## src/rtl/i2c_bm_pkg.sv

```systemverilog
package i2c_bm_pkg;
  localparam int ADDR_W = 6;

  localparam logic [ADDR_W-1:0] A_DATA = 6'h00;
  localparam logic [ADDR_W-1:0] A_CTL0 = 6'h08;
  localparam logic [ADDR_W-1:0] A_TRIG = 6'h0C;
  localparam logic [ADDR_W-1:0] A_STAT = 6'h10;
  localparam logic [ADDR_W-1:0] A_LOW  = 6'h24;
  localparam logic [ADDR_W-1:0] A_HIGH = 6'h28;

  // control bits
  localparam int C_EN    = 7;
  localparam int C_WAIT9 = 1;
  localparam int C_ACKEN = 0;
  // trigger bits
  localparam int T_REL = 2;
  localparam int T_STA = 1;
  localparam int T_STO = 0;
  // status bits
  localparam int S_ACK  = 8;
  localparam int S_BUSY = 6;
  localparam int S_STOP = 4;

  typedef enum logic [3:0] {
    ST_IDLE,
    ST_START,
    ST_HOLD,
    ST_LO,
    ST_HI,
    ST_RS_LO,
    ST_RS_HI,
    ST_STOP_LO,
    ST_STOP_HI
  } eng_state_t;
endpackage

```

## src/rtl/i2c_bm_phase.sv

```systemverilog
module i2c_bm_phase #(
  parameter int CW = 10
) (
  input  logic          clk,
  input  logic          rst,
  input  logic          load,
  input  logic [CW-1:0] width,
  output logic          done
);
  logic [CW-1:0] cnt;

  always_ff @(posedge clk) begin
    if (rst) begin
      cnt <= '0;
    end else if (load) begin
      cnt <= (width == '0) ? '0 : width - 1'b1;
    end else if (cnt != '0) begin
      cnt <= cnt - 1'b1;
    end
  end

  assign done = (cnt == '0);
endmodule

```

## src/rtl/i2c_bm_regs.sv

```systemverilog
module i2c_bm_regs
  import i2c_bm_pkg::*;
#(
  parameter int            DW       = 32,
  parameter int            CW       = 10,
  parameter logic [CW-1:0] LOW_RST  = 8,
  parameter logic [CW-1:0] HIGH_RST = 8
) (
  input  logic              clk,
  input  logic              rst,
  input  logic              bus_en,
  input  logic              bus_we,
  input  logic [ADDR_W-1:0] bus_addr,
  input  logic [DW-1:0]     bus_wdata,
  output logic [DW-1:0]     bus_rdata,
  input  logic [7:0]        rx_byte,
  input  logic              ack_seen,
  input  logic              busy,
  input  logic              stop_seen,
  input  logic              take_start,
  input  logic              take_stop,
  input  logic              take_tx,
  input  logic              take_rel,
  output logic              enable,
  output logic              ack_en,
  output logic              wait9,
  output logic [CW-1:0]     low_w,
  output logic [CW-1:0]     high_w,
  output logic [7:0]        tx_byte,
  output logic              pend_start,
  output logic              pend_stop,
  output logic              pend_tx,
  output logic              pend_rel
);
  logic wr, rd, trig_wr, data_wr;

  assign wr      = bus_en & bus_we;
  assign rd      = bus_en & ~bus_we;
  assign trig_wr = wr && (bus_addr == A_TRIG);
  assign data_wr = wr && (bus_addr == A_DATA);

  always_ff @(posedge clk) begin
    if (rst) begin
      enable  <= 1'b0;
      ack_en  <= 1'b0;
      wait9   <= 1'b0;
      low_w   <= LOW_RST;
      high_w  <= HIGH_RST;
      tx_byte <= '0;
    end else if (wr) begin
      case (bus_addr)
        A_CTL0: begin
          enable <= bus_wdata[C_EN];
          wait9  <= bus_wdata[C_WAIT9];
          ack_en <= bus_wdata[C_ACKEN];
        end
        A_LOW:   low_w   <= bus_wdata[CW-1:0];
        A_HIGH:  high_w  <= bus_wdata[CW-1:0];
        A_DATA:  tx_byte <= bus_wdata[7:0];
        default: ;
      endcase
    end
  end

  // requests wait here until the engine reaches a state that accepts them
  always_ff @(posedge clk) begin
    if (rst) begin
      pend_start <= 1'b0;
      pend_stop  <= 1'b0;
      pend_tx    <= 1'b0;
      pend_rel   <= 1'b0;
    end else begin
      pend_start <= enable & ((pend_start & ~take_start) | (trig_wr & bus_wdata[T_STA]));
      pend_stop  <= enable & ((pend_stop  & ~take_stop)  | (trig_wr & bus_wdata[T_STO]));
      pend_rel   <= enable & ((pend_rel   & ~take_rel)   | (trig_wr & bus_wdata[T_REL]));
      pend_tx    <= enable & ((pend_tx    & ~take_tx)    | data_wr);
    end
  end

  always_ff @(posedge clk) begin
    if (rst) begin
      bus_rdata <= '0;
    end else if (rd) begin
      bus_rdata <= '0;
      case (bus_addr)
        A_DATA: bus_rdata[7:0] <= rx_byte;
        A_CTL0: begin
          bus_rdata[C_EN]    <= enable;
          bus_rdata[C_WAIT9] <= wait9;
          bus_rdata[C_ACKEN] <= ack_en;
        end
        A_STAT: begin
          bus_rdata[S_ACK]  <= ack_seen;
          bus_rdata[S_BUSY] <= busy;
          bus_rdata[S_STOP] <= stop_seen;
        end
        A_LOW:   bus_rdata[CW-1:0] <= low_w;
        A_HIGH:  bus_rdata[CW-1:0] <= high_w;
        default: ;
      endcase
    end
  end

  p_no_pend_off_r3: assert property (@(posedge clk) disable iff (rst)
    !enable |=> !pend_start && !pend_stop && !pend_tx && !pend_rel);
endmodule

```

## src/rtl/i2c_bm_engine.sv

```systemverilog
module i2c_bm_engine
  import i2c_bm_pkg::*;
#(
  parameter int CW = 10
) (
  input  logic          clk,
  input  logic          rst,
  input  logic          enable,
  input  logic          ack_en,
  input  logic          wait9,
  input  logic [CW-1:0] low_w,
  input  logic [CW-1:0] high_w,
  input  logic [7:0]    tx_byte,
  input  logic          pend_start,
  input  logic          pend_stop,
  input  logic          pend_tx,
  input  logic          pend_rel,
  input  logic          sda_in,
  output logic          take_start,
  output logic          take_stop,
  output logic          take_tx,
  output logic          take_rel,
  output logic          scl_oe,
  output logic          sda_oe,
  output logic          irq,
  output logic [7:0]    rx_byte,
  output logic          ack_seen,
  output logic          busy,
  output logic          stop_seen
);
  localparam logic [3:0] LAST_BIT = 4'd7;
  localparam logic [3:0] ACK_BIT  = 4'd8;

  eng_state_t    state, state_n;
  logic [3:0]    idx;
  logic          tx_mode, mid_byte;
  logic [7:0]    shreg;
  logic          load, done, end_wait, bit_drive, scl_d, sda_d;
  logic [CW-1:0] ld_w;

  i2c_bm_phase #(.CW(CW)) u_phase (
    .clk  (clk),
    .rst  (rst),
    .load (load),
    .width(ld_w),
    .done (done)
  );

  // receive waits at the eighth clock unless the ninth is selected
  assign end_wait = ((idx == ACK_BIT) && (tx_mode || wait9)) ||
                    ((idx == LAST_BIT) && !tx_mode && !wait9);

  always_comb begin
    if (idx == ACK_BIT) bit_drive = tx_mode ? 1'b0 : ack_en;
    else                bit_drive = tx_mode ? ~shreg[7] : 1'b0;
  end

  always_comb begin
    state_n    = state;
    load       = 1'b0;
    ld_w       = low_w;
    take_start = 1'b0;
    take_stop  = 1'b0;
    take_tx    = 1'b0;
    take_rel   = 1'b0;
    case (state)
      ST_IDLE: begin
        if (pend_start) begin
          take_start = 1'b1;
          state_n    = ST_START;
          load       = 1'b1;
          ld_w       = high_w;
        end else begin
          take_stop = pend_stop;
          take_tx   = pend_tx;
          take_rel  = pend_rel;
        end
      end
      ST_START:   if (done) state_n = ST_HOLD;
      ST_HOLD: begin
        load = pend_start | pend_stop | pend_tx | pend_rel;
        if (pend_start) begin
          take_start = 1'b1;
          state_n    = ST_RS_LO;
        end else if (pend_stop) begin
          take_stop = 1'b1;
          state_n   = ST_STOP_LO;
        end else if (pend_tx) begin
          take_tx = 1'b1;
          state_n = ST_LO;
        end else if (pend_rel) begin
          take_rel = 1'b1;
          state_n  = ST_LO;
        end
      end
      ST_LO: if (done) begin
        state_n = ST_HI;
        load    = 1'b1;
        ld_w    = high_w;
      end
      ST_HI: if (done) begin
        if (end_wait) begin
          state_n = ST_HOLD;
        end else begin
          state_n = ST_LO;
          load    = 1'b1;
        end
      end
      ST_RS_LO: if (done) begin
        state_n = ST_RS_HI;
        load    = 1'b1;
        ld_w    = high_w;
      end
      ST_RS_HI: if (done) begin
        state_n = ST_START;
        load    = 1'b1;
        ld_w    = high_w;
      end
      ST_STOP_LO: if (done) begin
        state_n = ST_STOP_HI;
        load    = 1'b1;
        ld_w    = high_w;
      end
      ST_STOP_HI: if (done) state_n = ST_IDLE;
      default:    state_n = ST_IDLE;
    endcase
    if (!enable) begin
      state_n = ST_IDLE;
      load    = 1'b0;
    end
  end

  always_comb begin
    case (state)
      ST_START:   begin scl_d = 1'b0; sda_d = 1'b1;      end
      ST_HOLD:    begin scl_d = 1'b1; sda_d = 1'b0;      end
      ST_LO:      begin scl_d = 1'b1; sda_d = bit_drive; end
      ST_HI:      begin scl_d = 1'b0; sda_d = bit_drive; end
      ST_RS_LO:   begin scl_d = 1'b1; sda_d = 1'b0;      end
      ST_STOP_LO: begin scl_d = 1'b1; sda_d = 1'b1;      end
      ST_STOP_HI: begin scl_d = 1'b0; sda_d = 1'b1;      end
      default:    begin scl_d = 1'b0; sda_d = 1'b0;      end
    endcase
  end

  always_ff @(posedge clk) begin
    if (rst) begin
      state     <= ST_IDLE;
      idx       <= '0;
      tx_mode   <= 1'b0;
      mid_byte  <= 1'b0;
      shreg     <= '0;
      ack_seen  <= 1'b0;
      busy      <= 1'b0;
      stop_seen <= 1'b0;
      irq       <= 1'b0;
      scl_oe    <= 1'b0;
      sda_oe    <= 1'b0;
    end else begin
      state  <= state_n;
      irq    <= 1'b0;
      scl_oe <= scl_d;
      sda_oe <= sda_d;
      if (!enable) begin
        busy      <= 1'b0;
        stop_seen <= 1'b0;
        mid_byte  <= 1'b0;
        idx       <= '0;
      end else begin
        case (state)
          ST_IDLE: if (pend_start) begin
            busy      <= 1'b1;
            stop_seen <= 1'b0;
          end
          ST_HOLD: begin
            if (pend_start) begin
              stop_seen <= 1'b0;
            end else if (pend_stop) begin
              mid_byte <= 1'b0;
            end else if (pend_tx) begin
              tx_mode  <= 1'b1;
              idx      <= '0;
              shreg    <= tx_byte;
              mid_byte <= 1'b0;
            end else if (pend_rel) begin
              tx_mode  <= 1'b0;
              idx      <= mid_byte ? ACK_BIT : 4'd0;
              mid_byte <= 1'b0;
            end
          end
          ST_HI: if (done) begin
            if (idx != ACK_BIT) shreg <= {shreg[6:0], sda_in};
            if ((idx == ACK_BIT) && tx_mode) ack_seen <= ~sda_in;
            if (end_wait) begin
              irq      <= 1'b1;
              mid_byte <= (idx == LAST_BIT);
            end else begin
              idx <= (idx == ACK_BIT) ? 4'd0 : idx + 1'b1;
            end
          end
          ST_STOP_HI: if (done) begin
            busy      <= 1'b0;
            stop_seen <= 1'b1;
          end
          default: ;
        endcase
      end
    end
  end

  assign rx_byte = shreg;

  p_irq_one_r13: assert property (@(posedge clk) disable iff (rst) irq |=> !irq);

  p_off_idle_r3: assert property (@(posedge clk) disable iff (rst)
    !enable |=> (state == ST_IDLE) && !busy && !stop_seen);

  p_hold_low_r7: assert property (@(posedge clk) disable iff (rst)
    (state == ST_HOLD) && ($past(state) == ST_HOLD) |-> scl_oe);

  p_stop_not_busy_r11: assert property (@(posedge clk) disable iff (rst)
    stop_seen |-> !busy);

  p_idle_free_r1: assert property (@(posedge clk) disable iff (rst)
    (state == ST_IDLE) && ($past(state) == ST_IDLE) |-> !scl_oe && !sda_oe);
endmodule

```

## src/rtl/i2c_byte_master.sv

```systemverilog
module i2c_byte_master
  import i2c_bm_pkg::*;
#(
  parameter int            DATA_W       = 32,
  parameter int            CNT_W        = 10,
  parameter logic [CNT_W-1:0] LOW_DEFAULT  = 8,
  parameter logic [CNT_W-1:0] HIGH_DEFAULT = 8
) (
  input  logic              clk,
  input  logic              rst,
  input  logic              reg_en,
  input  logic              reg_we,
  input  logic [ADDR_W-1:0] reg_addr,
  input  logic [DATA_W-1:0] reg_wdata,
  output logic [DATA_W-1:0] reg_rdata,
  input  logic              sda_in,
  output logic              scl_oe,
  output logic              sda_oe,
  output logic              irq
);
  logic             enable, ack_en, wait9;
  logic [CNT_W-1:0] low_w, high_w;
  logic [7:0]       tx_byte, rx_byte;
  logic             pend_start, pend_stop, pend_tx, pend_rel;
  logic             take_start, take_stop, take_tx, take_rel;
  logic             ack_seen, busy, stop_seen;

  i2c_bm_regs #(
    .DW      (DATA_W),
    .CW      (CNT_W),
    .LOW_RST (LOW_DEFAULT),
    .HIGH_RST(HIGH_DEFAULT)
  ) u_regs (
    .clk       (clk),
    .rst       (rst),
    .bus_en    (reg_en),
    .bus_we    (reg_we),
    .bus_addr  (reg_addr),
    .bus_wdata (reg_wdata),
    .bus_rdata (reg_rdata),
    .rx_byte   (rx_byte),
    .ack_seen  (ack_seen),
    .busy      (busy),
    .stop_seen (stop_seen),
    .take_start(take_start),
    .take_stop (take_stop),
    .take_tx   (take_tx),
    .take_rel  (take_rel),
    .enable    (enable),
    .ack_en    (ack_en),
    .wait9     (wait9),
    .low_w     (low_w),
    .high_w    (high_w),
    .tx_byte   (tx_byte),
    .pend_start(pend_start),
    .pend_stop (pend_stop),
    .pend_tx   (pend_tx),
    .pend_rel  (pend_rel)
  );

  i2c_bm_engine #(.CW(CNT_W)) u_engine (
    .clk       (clk),
    .rst       (rst),
    .enable    (enable),
    .ack_en    (ack_en),
    .wait9     (wait9),
    .low_w     (low_w),
    .high_w    (high_w),
    .tx_byte   (tx_byte),
    .pend_start(pend_start),
    .pend_stop (pend_stop),
    .pend_tx   (pend_tx),
    .pend_rel  (pend_rel),
    .sda_in    (sda_in),
    .take_start(take_start),
    .take_stop (take_stop),
    .take_tx   (take_tx),
    .take_rel  (take_rel),
    .scl_oe    (scl_oe),
    .sda_oe    (sda_oe),
    .irq       (irq),
    .rx_byte   (rx_byte),
    .ack_seen  (ack_seen),
    .busy      (busy),
    .stop_seen (stop_seen)
  );
endmodule

```

## config.mk

```make
export PLATFORM = sky130hd
export DESIGN_NAME = i2c_byte_master
export DESIGN_NICKNAME = d
export VERILOG_FILES = /design/src/rtl/i2c_bm_pkg.sv /design/src/rtl/i2c_bm_phase.sv /design/src/rtl/i2c_bm_regs.sv /design/src/rtl/i2c_bm_engine.sv /design/src/rtl/i2c_byte_master.sv
export SDC_FILE = /design/constraint.sdc
export NUM_CORES = 1
export LEC_CHECK = 0
export ABC_AREA = 1
export CAP_MARGIN = 20
export CORE_MARGIN = 2
export CORE_UTILIZATION = 45
export DETAILED_ROUTE_END_ITERATION = 16
export HOLD_SLACK_MARGIN = 0.06
export PLACE_DENSITY = 0.75
export SLEW_MARGIN = 20
export SYNTH_ARGS = -nofsm -noshare
export SYNTH_HDL_FRONTEND = slang
export SYNTH_SLANG_ARGS = --single-unit
```

## constraint.sdc

```tcl
create_clock -name clk -period 6.7 [get_ports clk]
set_input_delay 0.67 -clock clk [delete_from_list [all_inputs] [get_ports clk]]
set_output_delay 0.67 -clock clk [all_outputs]
set_load 0.05 [all_outputs]
```

==> flow_summary.toml <==
[sta]
finalCritPeriodShare = 0.4282
setup_violations = 0
worstMarginPinSlew_ps = 1016
fin_skew_ps = 12.11
fin_tns_setup_ps = 0
hold_viol_final = 0
fmax_mhz = 348.5
grt_setup_unrepaired = "no"
max_slew_margin = 0.3184
worst_slack_ps = 3831
slew_violations = 0
post-route-min-period_ps = 2869

[clock_network]
htree_levels = 3
ctsResizeCount = 0
clkTransAtPathRegs_ps = 90
post-cts-setup-buffer-count = 0
cts_buffers = 9
ctsHoldBuffers = 0
tritoncts = "yes"
cts_sinks = 79
clock_tree.root_cell = "clkbuf_8"
cts_buffer_depth = 2
clock_latency_ps = 370

[global_route]
grt_pass1_vias = 3740
grt_busiest_layer = "met2"
antenna_found_initial = 0
grt_overflow = 0
grt_usage = 0.2089
grt_first_pass_wirelength_um = 17270
met3_usage = 0.04172
gr-usage-met2 = 0.3295
grt_start_max_net_pins = 45
met1_usage = 0.2789

[synth]
synth_ff_type = "dfxtp_1"
synth_top_cell_by_area = "dfxtp_1"
synthArstFlopShare = 0
syn_inst = 634
yosys_warnings = 0
yosys.area.top_type_share = 0.3662
synth.most_common_cell = "nand2_1"
syn_area_per_cell_um2 = 6.813
ys_ff_latch = 79
netlist_area_um2 = 4319
synth_cell_type_count = 43
synthTopCellsByArea = "dfxtp_1 (37%), nand2_1 (10%), a21oi_1 (7.9%), o21ai_0 (7.2%), inv_1 (6.6%)"
synth_edf_count = 0
yosysSeqAreaShare = 0.3662
yosys-top-cells-count = "nand2_1 (120), dfxtp_1 (79), inv_1 (76), a21oi_1 (68)"

[drt]
via_per_inst = 5.141
dr_total_vias = 4097
detail-route-antenna-nets = 0
drt_first_pass_iters = 6
wl_per_cell_um = 12.97
drc = 0
drt_iter0_markers = 227
wl_um = 10340

[floorplan]
dieArea_um2 = 10400
start_util = 0.4652
die_x_um = 102.0
num_io_pins = 78
row_count = 35
die_h_um = 102.0
core_area_um2 = 9284

[worst_setup_path]
crit_required_ps = 6960
cp-end-kind = "register"
crit_arrival_ps = 3130
crit_path_cell_trace = "clkdlybuf4s50_1 -> clkinv_1 -> nand2_2 -> nor2_1"
critPathLaunchType = "primary input"
worstSetupPathType = "in2reg"
cpPeakStageDelay_ps = 990
crit_slowest_cell = "clkinv_1"
worstPathMaxFanout = 44

[cells_and_area]
syn2layout_area_growth_pct = 13.09
antenna_cells = 0
final_util = 0.5261
layout-drive-gt1-share = 0.07934
finalNetCount = 711

[power_and_ir_drop]
power.density_nw_per_um2 = 246.8
p_leak_nw = 2.018
peakVddDrop_uv = 122.6

[run_status]
outcome = "completed"

[place]
gp_congestion = 0.8709
portBuffers = 33
hpwlAfterDp_um = 7885
dpl_worst_slack_ps = 3645

[job]
maxCapViolations = 0

[hold_path]
hp-class = "reg2reg"
[final timing paths]
| path | startpoint | to | slack (ps) | cells after the start |
|---|---|---|---|---|
| max | rst | u_engine.u_phase.cnt[6]$_SDFFE_PP0P_ | 3830 | 4 |
| min | u_regs.bus_rdata[7]$_SDFFE_PP0P_ | u_regs.bus_rdata[7]$_SDFFE_PP0P_ | 470 | 2 |
| max reg2reg | u_engine.u_phase.cnt[0]$_SDFFE_PP0P_ | u_engine.u_phase.cnt[4]$_SDFFE_PP0P_ | 4040 | 18 |
| min reg2reg | u_regs.bus_rdata[7]$_SDFFE_PP0P_ | u_regs.bus_rdata[7]$_SDFFE_PP0P_ | 470 | 2 |
[metrics by stage]
step                power (mW)  hold WS [ps]  cell area, µm²  std cells
finish                   1.206         467.5            4885        797
global route             1.269         491.9            4885        797
CTS                      1.207         472.2            4885        797
detailed placement      0.8054         458.1            4659        781
global placement        0.7967         455.6            4659        781
floorplan               0.7572         439.4            4398        655
[critical path: cells and delay by family]
kind,cells,cell delay (ps)
buffers and inverters,2,1850
and+or+nand+nor,2,590
[registers in the layout, indices dropped and copies added (netlist names), 4 cells and up]
name	flops
u_regs.low_w	10
u_engine.state	4
u_engine.u_phase.cnt	10
u_regs.bus_rdata	10
u_regs.high_w	10
u_regs.tx_byte	8
u_engine.rx_byte	8
u_engine.idx	4
[report_power, final]
part           internal (mW)  switching [mW]  total (mW)
logic                 0.0942           0.181       0.275
registers              0.498          0.0234       0.522
clock network          0.214           0.195       0.409
[placed cells by master, fill, tap and decap left out, drive strengths merged, types with 5 or more instances in the layout]
master / Yosys / routed
o21ai: 64 / 64
nor3: 12 / 12
inv: 81 / 83
a21oi: 68 / 68
conb: 1 / 22
clkbuf: 12 / 9
clkdlybuf4s50: 0 / 33
o211ai: 5 / 5
nor2: 73 / 73
nand2: 132 / 132
dfxtp: 79 / 79
nand3: 35 / 35
xor2: 5 / 5
a31oi: 10 / 10
ha: 5 / 5
[routing by layer]
metal,vias to the layer above,part of all wire
li1,2097,-
met1,1834,0.46
met2,140,0.45
met3,26,0.064
met4,0,0.025
met5,-,0
[cell families (layout without fill, tap and decap cells)]
group / Yosys count / after routing / share of synthesized area
simple gates: 260 / 260 / 0.2729
xor+xnor: 6 / 6 / 0.01217
other cells: 1 / 22 / 0.0008682
flops: 79 / 79 / 0.3662
buf+inv: 119 / 132 / 0.1254
compound gates: 164 / 164 / 0.2080
fa+ha+maj: 5 / 5 / 0.01448
[area by class of cell]
cell class                      instances  area (µm²)
Tap cell                              129       161.4
Clock inverter                          7       101.3
Multi-Input combinational cell        457        2275
Fill cell                             934        4399
Timing Repair Buffer                   33       330.3
Inverter                               83       311.5
Clock buffer                            9       123.9
Sequential cell                        79        1582
(Power assumes the default switching activity.)
